$ cat config.mk
export PLATFORM = sky130hd
export DESIGN_NAME = irq_capture
export DESIGN_NICKNAME = d
export VERILOG_FILES = /design/src/rtl/irqcap_pkg.sv /design/src/rtl/irqcap_mode_reg.sv /design/src/rtl/irqcap_line.sv /design/src/rtl/irq_capture.sv
export SDC_FILE = /design/constraint.sdc
export NUM_CORES = 1
export LEC_CHECK = 0
export ABC_CLOCK_PERIOD_IN_PS = 1800
export BUFFER_PORTS_ARGS = -buffer_cell sky130_fd_sc_hd__buf_2
export CAP_MARGIN = 20
export CORE_MARGIN = 2
export CORE_UTILIZATION = 47
export CTS_CLUSTER_SIZE = 40
export DETAILED_ROUTE_END_ITERATION = 6
export PLACE_DENSITY = 0.92
export SLEW_MARGIN = 20
export SYNTH_ARGS = -nofsm -noshare
export SYNTH_HDL_FRONTEND = slang
export SYNTH_SLANG_ARGS = --single-unit
$ cat constraint.sdc
create_clock -name clk -period 1.8 [get_ports clk]
set_input_delay 0.27 -clock clk [delete_from_list [all_inputs] [get_ports clk]]
set_output_delay 0.27 -clock clk [all_outputs]
set_load 0.005 [all_outputs]
$ cat src/rtl/irqcap_pkg.sv
package irqcap_pkg;
    // Remembered level of one input line.
    typedef enum logic {
        LVL_LOW  = 1'b0,
        LVL_HIGH = 1'b1
    } line_state_e;
endpackage

$ cat src/rtl/irqcap_mode_reg.sv
module irqcap_mode_reg #(
    parameter int               WIDTH    = 8,
    parameter logic [WIDTH-1:0] CAP_MASK = 8'hF8
) (
    input  logic             clk,
    input  logic             rst,
    input  logic             wr_en,
    input  logic [WIDTH-1:0] wr_data,
    output logic [WIDTH-1:0] mode_q
);
    always_ff @(posedge clk) begin
        if (rst) begin
            mode_q <= '0;
        end else if (wr_en) begin
            mode_q <= wr_data & CAP_MASK;
        end
    end

    // stored value is the written value filtered by the capability mask
    p_mode_masked_r4: assert property (@(posedge clk) disable iff (rst)
        wr_en |=> mode_q == ($past(wr_data) & CAP_MASK));

    // reset leaves the register cleared
    p_mode_reset_r8: assert property (@(posedge clk)
        rst |=> mode_q == '0);
endmodule

$ cat src/rtl/irqcap_line.sv
module irqcap_line
    import irqcap_pkg::*;
(
    input  logic clk,
    input  logic rst,
    input  logic trig_level,
    input  logic irq,
    input  logic ack,
    output logic req
);
    line_state_e state_q, state_d;
    logic        req_q, req_d;
    logic        rise;

    // state register
    always_ff @(posedge clk) begin
        if (rst) begin
            state_q <= LVL_LOW;
            req_q   <= 1'b0;
        end else begin
            state_q <= state_d;
            req_q   <= req_d;
        end
    end

    // next state and request
    always_comb begin
        rise    = 1'b0;
        state_d = state_q;
        unique case (state_q)
            LVL_LOW: begin
                if (irq) begin
                    state_d = LVL_HIGH;
                    rise    = 1'b1;
                end
            end
            LVL_HIGH: begin
                if (!irq) begin
                    state_d = LVL_LOW;
                end
            end
        endcase
        if (trig_level) begin
            req_d = irq;
        end else begin
            req_d = rise | (req_q & ~ack);
        end
    end

    assign req = req_q;

    // level mode follows the sampled input
    p_level_follow_r1: assert property (@(posedge clk) disable iff (rst)
        trig_level |=> req == $past(irq));

    // edge-mode rise sets the request even under acknowledge
    p_edge_set_r2: assert property (@(posedge clk) disable iff (rst)
        (!trig_level && irq && state_q == LVL_LOW) |=> req);

    // low input in edge mode keeps a pending request without acknowledge
    p_edge_hold_r3: assert property (@(posedge clk) disable iff (rst)
        (!trig_level && !irq && !ack && req) |=> req);

    // acknowledge does not disturb the remembered level
    p_ack_keeps_level_r6: assert property (@(posedge clk) disable iff (rst)
        (ack && irq) |=> state_q == LVL_HIGH);
endmodule

$ cat src/rtl/irq_capture.sv
module irq_capture #(
    parameter int                NUM_LINES = 8,
    parameter logic [NUM_LINES-1:0] CAP_MASK = 8'hF8
) (
    input  logic                 clk,
    input  logic                 rst,
    input  logic [NUM_LINES-1:0] irq_in,
    input  logic [NUM_LINES-1:0] ack_clr,
    input  logic                 mode_wr_en,
    input  logic [NUM_LINES-1:0] mode_wr_data,
    output logic [NUM_LINES-1:0] mode_rd_data,
    output logic [NUM_LINES-1:0] req_out
);
    logic [NUM_LINES-1:0] mode_q;

    irqcap_mode_reg #(
        .WIDTH    (NUM_LINES),
        .CAP_MASK (CAP_MASK)
    ) u_mode (
        .clk     (clk),
        .rst     (rst),
        .wr_en   (mode_wr_en),
        .wr_data (mode_wr_data),
        .mode_q  (mode_q)
    );

    generate
        for (genvar i = 0; i < NUM_LINES; i++) begin : g_line
            irqcap_line u_line (
                .clk        (clk),
                .rst        (rst),
                .trig_level (mode_q[i]),
                .irq        (irq_in[i]),
                .ack        (ack_clr[i]),
                .req        (req_out[i])
            );
        end
    endgenerate

    assign mode_rd_data = mode_q;

    // acknowledge is one-hot or idle
    p_ack_onehot_r6: assert property (@(posedge clk) disable iff (rst)
        $onehot0(ack_clr));

    // reset clears every pending request
    p_req_reset_r8: assert property (@(posedge clk)
        rst |=> req_out == '0);
endmodule

**After elaboration in Yosys (flattened, before gate mapping)**

Cells that the tools add are included.

- Muxes and demuxes: 21
- Bitwise gates (word level): 24

Operator list:

| cell | number |
|---|---|
| $mux 1 | 21 |
| $and 1x1->1 | 8 |
| $not 1->1 | 8 |
| $or 1x1->1 | 8 |

- Register bits after elaboration: 21
- Input port bits: 27
- Output and inout bits: 16
- Logic and storage cells: 62

**Logic depth before layout (Yosys ltp)**

- Word-level depth: 4
- Gate-level depth with buffers: 3
- Depth with buffers taken out: 2

**By module**

A second synthesis with hierarchy kept.

- Cell total of the unflattened synthesis: 68
- Area total of the unflattened synthesis: 807.0 um2

By module, submodules not included:

| module | instances | cells each | area each (um2) | sequential area each (um2) |
|---|---|---|---|---|
| irqcap_line | 8 | 6 | 75.1 | 40.0 |
| irqcap_mode_reg | 1 | 20 | 206.4 | 100.1 |

**Least setup slack after synthesis**

Ideal clock, no wire load.

- Path kind: input-to-reg
- Start point: input port mode_wr_en
- End point: register u_mode.mode_q[3]
- Data arrival time: 0.647 ns
- Data required time: 1.686 ns
- Setup slack: 1.038 ns
- Cell stages on the path: 3
- Path buffers: 1
- Cell sequence: buf_2 -> mux2i_1 -> nor2_1

RTL lines:

| what | RTL line | source |
|---|---|---|
| from (decl) | irq_capture.sv:9 | `input logic mode_wr_en,` |
| to (signal assigned) | irqcap_mode_reg.sv:15 | `mode_q <= wr_data & CAP_MASK;` |
| to (decl) | irqcap_mode_reg.sv:9 | `output logic [WIDTH-1:0] mode_q` |

**Worst setup path in the final report**

- Start point: register u_mode.mode_q[4]
- End point: output port mode_rd_data[4]

RTL lines:

| what | RTL line | source |
|---|---|---|
| to (decl) | irq_capture.sv:11 | `output logic [NUM_LINES-1:0] mode_rd_data,` |

No word-level cell between the ends.

==> results.ini <==
[critical_path]
path_class = flip-flop to output pin
crit_fanout = 4
critPathSlowestCell = dfxtp_1
ff2ff_setup_slack_ns = 1.00
end_kind = output pin
crit_family = flip-flops
startpoint_type = flip-flop
required_ns = 1.53
worst-path-buf-inv = 1
critPathMaxStageDelay_ns = 0.40
cp.arrival_ns = 0.84
path_cells = buf_2

[grt]
grt_use_total_pct = 12.7
antenna_found_initial = 0
grt_pass1_wl_um = 1930
grt_overflow = 0
grt_max_degree = 14
grt_pass1_vias = 515

[floorplan]
core_area_um2 = 1750
die_area_um2 = 2260
die_w_um = 47.5
std_cell_rows = 15
initial_core_util_pct = 51.0
die_h_um = 47.5
ios = 43

[synthesis]
post-synth-top-area-fraction_pct = 47.3
synth.area.top_cells = dfxtp_1 47%, buf_4 14%, nor4b_2 8.4%
synthCells = 83
synth-seq-cells = 21
syn-cell-area_um2 = 890
yosys_warnings = 0
synthDistinctLibCells = 13
syn_area_per_cell_um2 = 10.7
ys_seq_area_share_pct = 47.3
synth_top_area_cell = dfxtp_1

[routing]
routedWlPerCell_um = 10.5
via_per_inst = 4.52
antenna_left = 0
drc = 0
vias = 596
dr.pass1.iters = 2
wl_um = 1380
drtIter0Drc = 1

[layout]
area_growth_pct = 12.2
drive_gt1_share_pct = 43.0
fin_area_um2 = 998
layout_common_cells = 36 x buf_2, 21 x dfxtp_1, 11 x nand2b_1
layout_commonest_cell = buf_2
final_nets = 135
diodes = 0
fillers = 166

[job]
cap_viol_max_count = 0

[timing]
period_share_pct = 61.6
hold_viol = 0
timing.fmax_mhz = 901
finalCriticalPeriod_ns = 1.11
rsz0062_at_grt = false
drv_slew = 0
setup_viol = 0
skew_ns = 0.00293
setup_tns_ns = 0

[cts]
clkTransAtPathRegs_ns = 0.12
clock-sinks = 21
clock_latency_ns = 0.29
cts_buffer_depth = 2
cts_resized = 0
cts_root_buf = clkbuf_4
htree_levels = 1
cts_tree = built
hold_buffers = 0
post_cts.repair.setup_buffers = 0
cts_buffers = 3

[placed_design]
place.gp.congestion = 0.565
dpl_cell_area_um2 = 968
hpwl_um = 1120
portBuffers = 36

[pwr]
power.density_nw_per_um2 = 837
power.leakage_nw = 0.502
ir_drop_v = 0.000500

[min_path]
hp-class = primary input to flip-flop

[run_status]
status = finished, final reports clean

synthesized netlist by cell type:
cell type  count
a21o_1         5
a21oi_1        3
and2b_1        2
buf_2          1
buf_4         16
buf_6          2
conb_1         1
dfxtp_1       21
mux2i_1        5
nand2b_1      11
nor2_1         5
nor2b_1        6
nor4b_2        5
per-layer routing:
layer,track usage (%),vias up,part of all wire [%]
met4,8.33,0,1.9
met5,0,-,0
met1,12.2,277,39
li1,-,297,-
met2,24.1,20,54
met3,2.26,2,5.1
power by group:
group          switching, W  total, W  internal [W]  leakage (nW)
clock              0.000140  0.000224     0.0000843        0.0139
sequential        0.0000143  0.000508      0.000494         0.175
combinational     0.0000423  0.000103     0.0000610         0.314
area by class of cell:
cell class                      count  area, um2  share of cell area, %
Timing Repair Buffer               37        188                   18.8
Sequential cell                    21        420                   42.1
Multi-Input combinational cell     45        329                   33.0
Clock inverter                      1       7.51                  0.752
Clock buffer                        3       22.5                   2.26
Tap cell                           25       31.3                   3.13
flip-flops by register name (all words and copies together) (netlist names):
register,flops
u_mode.mode_q,5
g_line.u_line.state_q,8
g_line.u_line.req,8
kinds of logic (layout without fill, tap and decap cells):
family	Yosys count	in the layout	share of synthesized area, %
AO/OA/AOI/OAI	8	8	5.91
buffers and inverters	19	41	16.6
flip-flops	21	21	47.3
multiplexers	5	5	5.63
other	1	3	0.422
AND/OR/NAND/NOR	29	29	24.2
path summary, 6_finish.rpt:
check	from	end	cells past startpoint
min reg2reg	g_line[2].u_line.req$_SDFF_PP0_	g_line[2].u_line.req$_SDFF_PP0_	2
max	u_mode.mode_q[4]$_SDFFE_PP0P_	mode_rd_data[4]	1
min	irq_in[7]	g_line[7].u_line.state_q$_SDFF_PP0_	2
max reg2reg	u_mode.mode_q[6]$_SDFFE_PP0P_	g_line[6].u_line.req$_SDFF_PP0_	2
metrics by stage:
stage | hold slack (ns) | setup WS, ns | util (%) | cells | total power [W]
CTS | 0.190 | 0.669 | 57.2 | 132 | 0.000846
detailed placement | 0.455 | 0.707 | 55.5 | 128 | 0.000625
floorplan | 0.398 | 1.04 | - | 85 | 0.000605
global route | 0.189 | 0.619 | 57.2 | 132 | 0.000882
finish | 0.195 | 0.690 | 57.2 | 132 | 0.000836
global placement | 0.452 | 0.729 | 55.5 | 128 | 0.000618
(Power assumes the default switching activity.)
